### src/rtl/usi_shift_core.sv
module usi_shift_core #(
  parameter int W  = 8,
  parameter int CW = 4
) (
  input  logic         clk,
  input  logic         rst_n,
  input  logic         wr_en,
  input  logic [W-1:0] wr_data,
  output logic [W-1:0] rd_shift,
  output logic [W-1:0] rd_buf,
  input  logic [1:0]   clk_sel,
  input  logic         sw_strobe,
  input  logic         tmr_match,
  input  logic         ext_sclk,
  input  logic         ext_din,
  input  logic         done_clr,
  output logic         done_flag,
  output logic         ser_out
);
  logic [2:0]    sclk_sy;
  logic [1:0]    din_sy;
  logic [W-1:0]  sreg, sreg_nxt, buf_q;
  logic [CW-1:0] cnt, cnt_nxt;
  logic          cnt_wrap, held, done_q;

  wire sclk_lvl = sclk_sy[1];
  wire rise     = sclk_lvl & ~sclk_sy[2];
  wire fall     = ~sclk_lvl & sclk_sy[2];
  wire ext_mode = clk_sel[1];
  wire smp_fall = clk_sel[0];
  wire ext_edge = ext_mode & (rise | fall);
  wire int_tick = ~ext_mode & (smp_fall ? tmr_match : sw_strobe);
  wire do_shift = ext_mode ? (smp_fall ? fall : rise) : int_tick;
  wire latch_open = ~ext_mode | (sclk_lvl == smp_fall);

  wire [CW-1:0] cnt_step = ext_edge ? CW'(1) : (int_tick ? CW'(2) : CW'(0));

  assign {cnt_wrap, cnt_nxt} = {1'b0, cnt} + {1'b0, cnt_step};

  always_comb begin
    sreg_nxt = sreg;
    if (wr_en)         sreg_nxt = wr_data;
    else if (do_shift) sreg_nxt = {sreg[W-2:0], din_sy[1]};
  end

  always_ff @(posedge clk or negedge rst_n) begin
    if (!rst_n) begin
      sclk_sy <= '0;
      din_sy  <= '0;
      sreg    <= '0;
      buf_q   <= '0;
      cnt     <= '0;
      held    <= 1'b0;
      done_q  <= 1'b0;
    end else begin
      sclk_sy <= {sclk_sy[1:0], ext_sclk};
      din_sy  <= {din_sy[0], ext_din};
      sreg    <= sreg_nxt;
      cnt     <= cnt_nxt;
      if (cnt_wrap)   buf_q <= sreg_nxt;
      if (latch_open) held  <= sreg[W-1];
      if (cnt_wrap)      done_q <= 1'b1;
      else if (done_clr) done_q <= 1'b0;
    end
  end

  assign rd_shift  = sreg;
  assign rd_buf    = buf_q;
  assign done_flag = done_q;
  assign ser_out   = latch_open ? sreg[W-1] : held;
endmodule

### config.mk
export PLATFORM = sky130hd
export DESIGN_NAME = usi_shift_core
export DESIGN_NICKNAME = d
export VERILOG_FILES = /design/src/rtl/usi_shift_core.sv
export SDC_FILE = /design/constraint.sdc
export NUM_CORES = 1
export LEC_CHECK = 0
export BUFFER_PORTS_ARGS = -buffer_cell sky130_fd_sc_hd__buf_2
export CORE_MARGIN = 1
export CORE_UTILIZATION = 25
export CTS_CLUSTER_DIAMETER = 80
export DETAILED_ROUTE_END_ITERATION = 10
export PLACE_DENSITY = 0.47
export SETUP_SLACK_MARGIN = 0.1
export SLEW_MARGIN = 0
export SYNTH_ARGS = -nofsm -noshare
export SYNTH_HDL_FRONTEND = slang
export SYNTH_SLANG_ARGS = --single-unit
### constraint.sdc
create_clock -name clk -period 4 [get_ports clk]
set_clock_uncertainty 0.05 [all_clocks]
set_input_delay 0.2 -clock clk [delete_from_list [all_inputs] [get_ports clk]]
set_output_delay 0.2 -clock clk [all_outputs]
set_load 0.005 [all_outputs]
==> impl_metrics.ini, run 1 <==
[placed_design]
gp_congestion = 0.698
dp_slack_ns = 1.33
io_buffers = 35
dpl.hpwl_microns = 1730
postPlaceCellArea_sq_um = 1470

[sta]
min_period_over_period = 0.652
setup_slack_ns = 1.39
setup_viol = 0
tightest_slew_ns = 0.717
fin_crit_ns = 2.61
grt_setup_unrepaired = false
max_freq_mhz = 384
slew_violations = 0
hold_viol = 0
maxSlewHeadroom = 0.521
tns_ns = 0

[die]
num_rows = 25
start_util = 0.261
die_w_microns = 72.2
coreArea_sq_um = 4720
die_h_microns = 72.2
ioPinCount = 36
fp.dieArea_sq_um = 5210

[worst_setup_path]
required_ns = 4.12
r2r_end = rd_buf[2]
path_delay_family = adder cells
crit_start = sclk_sy[1]
path_depth = 8
endpoint_kind = flop
crit_arrival_ns = 2.73
reg2reg_setup_slack_ns = 1.39
cp-start-kind = flop
critical_path.max_stage_delay_ns = 0.59
crit_fanout = 17
rr_worst_depth = 8
r2r-start = sclk_sy[1]
crit_chain = inv_1 -> ha_1 -> nor2b_1 -> ha_1 -> inv_1 -> fa_1 -> nand3b_1 -> o31ai_1
path_class = flop to flop
cp_num_buf_inv = 2
crit_path_top_delay_cell = nand3b_1

[layout]
seq_area_sq_um = 676
multi_input_area_sq_um = 510
final_cell_area_sq_um = 1550
final_nets = 166
diodes = 0
fillers = 507
post_route_cells_drive_above_1_share = 0.373
syn_to_final_growth_pct = 25.5

[job]
maxCapViolations = 0

[synth]
syn-num-nets = 126
synth_cell_types = 25
synth_top_area_share = 0.548
postSynthAreaPerCell_sq_um = 12.0
yosys_warnings = 0
synth_seq_cells = 27
synthTopCellsByArea = dfrtp_1, nor2b_1, and2b_2
synth_area_leader_cell = dfrtp_1
ys_seq_area_frac = 0.548
netlist_instances = 103
syn_area_sq_um = 1230

[global_routing]
overflow = 0
grt_pass1_vias = 910
grt_usage = 0.104
antenna_found_initial = 0
grt_max_degree = 28
grt_pass1_wl_microns = 4170

[clock_network]
cts_root_buf = clkbuf_8
insertion_delay_ns = 0.27
cts_tree = done
numCtsBuffers = 3
cts_max_level = 1
clock-sinks = 27
post_cts_buffers = 0
ctsResizeCount = 0
clockBufferDepth = 2
clkTransAtPathRegs_ns = 0.09

[pwr]
power.density_nw_per_um2 = 492
p_leak_nw = 0.741
ir_drop_mv = 0.147

[hold_path]
min_to = done_flag
min_from = done_clr
worstHoldPathType = primary input to flop
hold_depth = 2

[drt]
dr_total_vias = 865
wire_per_inst_microns = 11.6
initialDrtViolationCount = 32
first_pass_iters = 4
ant_nets = 0
totalWireLength_microns = 2430
drc = 0
drt-vias-per-instance = 4.14

[run_status]
outcome = completed
-- registers in the layout, summed over array words and instances, names as in the netlist --
register and count:
cnt 4, din_sy 2, done_flag 1, held 1
rd_buf 8, rd_shift 8, sclk_sy 3
-- how the worst max path moves through the flow --
stage / slack, ns / to
floorplan: 1.75 / rd_buf[5]
global placement: 1.44 / rd_buf[7]
detailed placement: 1.33 / rd_buf[0]
CTS: 1.31 / rd_buf[2]
global route: 1.14 / rd_buf[1]
finish: 1.39 / rd_buf[2]
-- kinds of logic after synthesis --
group                    count (synthesis)  synth area share
buffers and inverters                   10            0.0376
adder cells (fa/ha/maj)                  5            0.0569
multiplexers                             3            0.0355
AO/OA/AOI/OAI                           18             0.124
AND/OR/NAND/NOR                         37             0.177
flip-flops                              27             0.548
XOR/XNOR                                 3            0.0213
-- worst register-to-register path, cell delays in order (launching register included) --
cell and delay [ns]:
dfrtp_1 0.41, inv_1 0.06, ha_1 0.28, nor2b_1 0.11, ha_1 0.17, inv_1 0.05
fa_1 0.39, nand3b_1 0.59, o31ai_1 0.40
-- per-stage QoR --
| step | hold slack, ns | cells | util | power, mW |
|---|---|---|---|---|
| global route | 0.0508 | 209 | 0.327 | 0.825 |
| floorplan | -0.146 | 103 | - | 0.520 |
| finish | 0.0620 | 209 | 0.327 | 0.761 |
| CTS | 0.0534 | 209 | 0.327 | 0.773 |
| detailed placement | 0.203 | 202 | 0.312 | 0.612 |
| global placement | 0.203 | 202 | 0.312 | 0.603 |
-- power by group --
group          total (mW)  internal, mW  switching [mW]
registers           0.390         0.347          0.0432
clock network       0.155        0.0713          0.0834
logic               0.216         0.110           0.106
total               0.761         0.528           0.233
-- layout by cell type, fill, tap and decap left out, types with 2 or more instances in the layout --
master,count
a211oi_1,6
a211oi_2,2
and2b_2,6
buf_2,35
clkbuf_8,3
dfrtp_1,27
dlygate4sd3_1,3
ha_1,4
inv_1,7
nand2_1,10
nor2_1,8
nor2b_1,9
nor2b_4,2
o31ai_1,6
o31ai_2,2
xnor2_1,2
-- per-layer routing --
metal | vias up | track usage | part of all wire
met5 | - | 0 | 0
met4 | 0 | 0.0545 | 0.014
met3 | 2 | 0.0167 | 0.031
met2 | 14 | 0.177 | 0.51
met1 | 427 | 0.127 | 0.45
li1 | 422 | - | -
-- cell type report --
type                            count  share of cell area
Inverter                            7              0.0170
Timing Repair Buffer               38               0.133
Multi-Input combinational cell     66               0.330
Tap cell                           67              0.0542
Sequential cell                    27               0.437
Clock buffer                        4              0.0291
-- cells in the mapped netlist, drive strengths merged --
library cell  count
inv               7
o21ai             1
a21o              1
nand2            10
nor2              8
dfrtp            27
nand3b            1
fa                1
ha                4
buf               2
nor2b            11
clkbuf            1
mux2              1
o31ai             8
a211oi            8
mux4              1
and2b             6
xnor2             2
xor2              1
or2               1
mux2i             1
-- repair_timing --
action | CTS | global route
hold buffers | 3 | 0
endpoints found under the hold margin | 29 | 0
endpoints found under the setup margin | 0 | 0
No activity file was read; power rests on OpenSTA's default activity.
==> inputs of run 2 (changes only) <==
- clock period: 4 -> 2.5 ns (I/O delays scaled with it)
==> run 2 against run 1 <==
  * Power increased by 60%
  * Worst hold slack got worse by 0.027 ns
  * First-iteration DRC count unchanged
  * Die area unchanged
  * Wire length decreased by 2.8%
  * Critical endpoint unchanged
  * Highest routed layer unchanged
==> impl_metrics.ini, run 2 (synthesized netlist as in run 1, its figures left out) <==
[layout]
final_cell_mix = buf_2, dfrtp_1, nand2_1
final_nets = 170
final_cell_area_sq_um = 1580
final_common_cell = buf_2
syn_to_final_growth_pct = 28.1
post_route_cells_drive_above_1_share = 0.384
diodes = 0

[job]
maxCapViolations = 0

[worst_setup_path]
crit_path_top_delay_cell = fa_1
path_class = flop to flop
crit_arrival_ns = 2.31
r2r-start = sclk_sy[1]
cp-start-kind = flop
crit_chain = inv_1 -> ha_1 -> nor2b_1 -> ha_1 -> inv_1 -> fa_1 -> nand3b_1 -> buf_4 -> o31ai_1
required_ns = 2.63
r2r_end = rd_buf[2]
reg2reg_setup_slack_ns = 0.32
crit_fanout = 17
rr_worst_depth = 9
endpoint_kind = flop
critical_path.max_stage_delay_ns = 0.40

[sta]
max_freq_mhz = 459
slew_violations = 0
setup_viol = 0
hold_viol = 0
tightest_slew_ns = 0.599
fin_crit_ns = 2.18
grt_setup_unrepaired = false
maxSlewHeadroom = 0.601
tns_ns = 0
min_period_over_period = 0.872

[die]
die_w_microns = 72.2
num_rows = 25
coreArea_sq_um = 4720
fp.dieArea_sq_um = 5210
die_h_microns = 72.2
start_util = 0.261
ioPinCount = 36

[hold_path]
worstHoldPathType = primary input to flop
min_from = wr_data[1]
min_to = rd_shift[1]
hold_depth = 3

[global_routing]
grt_max_degree = 28
overflow = 0
grt_usage = 0.107
grt_pass1_vias = 924
antenna_found_initial = 0
grt_pass1_wl_microns = 4300

[run_status]
outcome = completed

[clock_network]
clock-sinks = 27
clkTransAtPathRegs_ns = 0.09
cts_root_buf = clkbuf_8
ctsResizeCount = 0
clockBufferDepth = 2
cts_tree = done
numCtsBuffers = 3
insertion_delay_ns = 0.27
cts_max_level = 1

[placed_design]
gp_congestion = 0.696
postPlaceCellArea_sq_um = 1480
io_buffers = 35
dpl.hpwl_microns = 1780

[drt]
wire_per_inst_microns = 11.1
first_pass_iters = 2
ant_nets = 0
totalWireLength_microns = 2360
initialDrtViolationCount = 32
drt-vias-per-instance = 4.06
drc = 0
dr_total_vias = 865

[pwr]
p_leak_nw = 0.759
power.density_nw_per_um2 = 769
ir_drop_mv = 0.244
## run 2: cell count changes in the layout (fill, tap and decap cells not counted)
cell and change:
buf_4 +3, dlygate4sd3_1 +1
## run 2: worst max-delay path by stage
stage / from / to / slack (ns) / depth (start not counted)
floorplan: sclk_sy[1] / rd_buf[5] / 0.25 / 10
global placement: sclk_sy[1] / rd_buf[7] / 0.37 / 9
detailed placement: sclk_sy[1] / rd_buf[0] / 0.21 / 9
CTS: sclk_sy[1] / rd_buf[2] / 0.20 / 9
global route: sclk_sy[1] / rd_buf[1] / 0.14 / 9
finish: sclk_sy[1] / rd_buf[2] / 0.32 / 9
## run 2: layer usage
layer  global-route usage  part of all wire  up-vias
li1                     -                 -      433
met1                0.131              0.43      412
met2                0.185              0.53       16
met3               0.0153             0.030        4
met4               0.0523             0.018        0
met5                    0                 0        -
## run 2: what timing repair did
| action | CTS | global route |
|---|---|---|
| setup buffers | 0 | 2 |
| hold endpoints to repair | 30 | 0 |
| hold buffers | 4 | 0 |
| endpoints found under the setup margin | 0 | 4 |
## run 2: layout make-up
class / instances / area [sq um]
clock buffer: 4 / 45.0
fill: 486 / 3140
inverter: 7 / 26.3
multi-input combinational: 66 / 510
sequential: 27 / 676
tap: 67 / 83.8
timing repair buffer: 42 / 238
## run 2: worst max-delay path: cells and delay by family, from the launching register on
kind	cells	cell delay, ns
buf+inv	3	0.30
compound gates	1	0.21
flops	1	0.37
simple gates	2	0.30
fa+ha+maj	3	0.85
## run 2: metrics by stage
stage                     cells  total power [mW]  hold slack, ns   util  worst slack, ns
after floorplan             103             0.831          -0.221      -            0.247
after global placement      203             0.969           0.131  0.313            0.374
after detailed placement    203             0.986           0.137  0.313            0.206
after CTS                   211              1.24          0.0276  0.331            0.203
after global routing        213              1.32          0.0454  0.334            0.141
final                       213              1.21          0.0350  0.334            0.319
## run 2: power breakdown
| group | total (mW) | switching, mW | internal (mW) |
|---|---|---|---|
| logic | 0.349 | 0.166 | 0.183 |
| registers | 0.622 | 0.0673 | 0.555 |
| clock network | 0.243 | 0.129 | 0.114 |
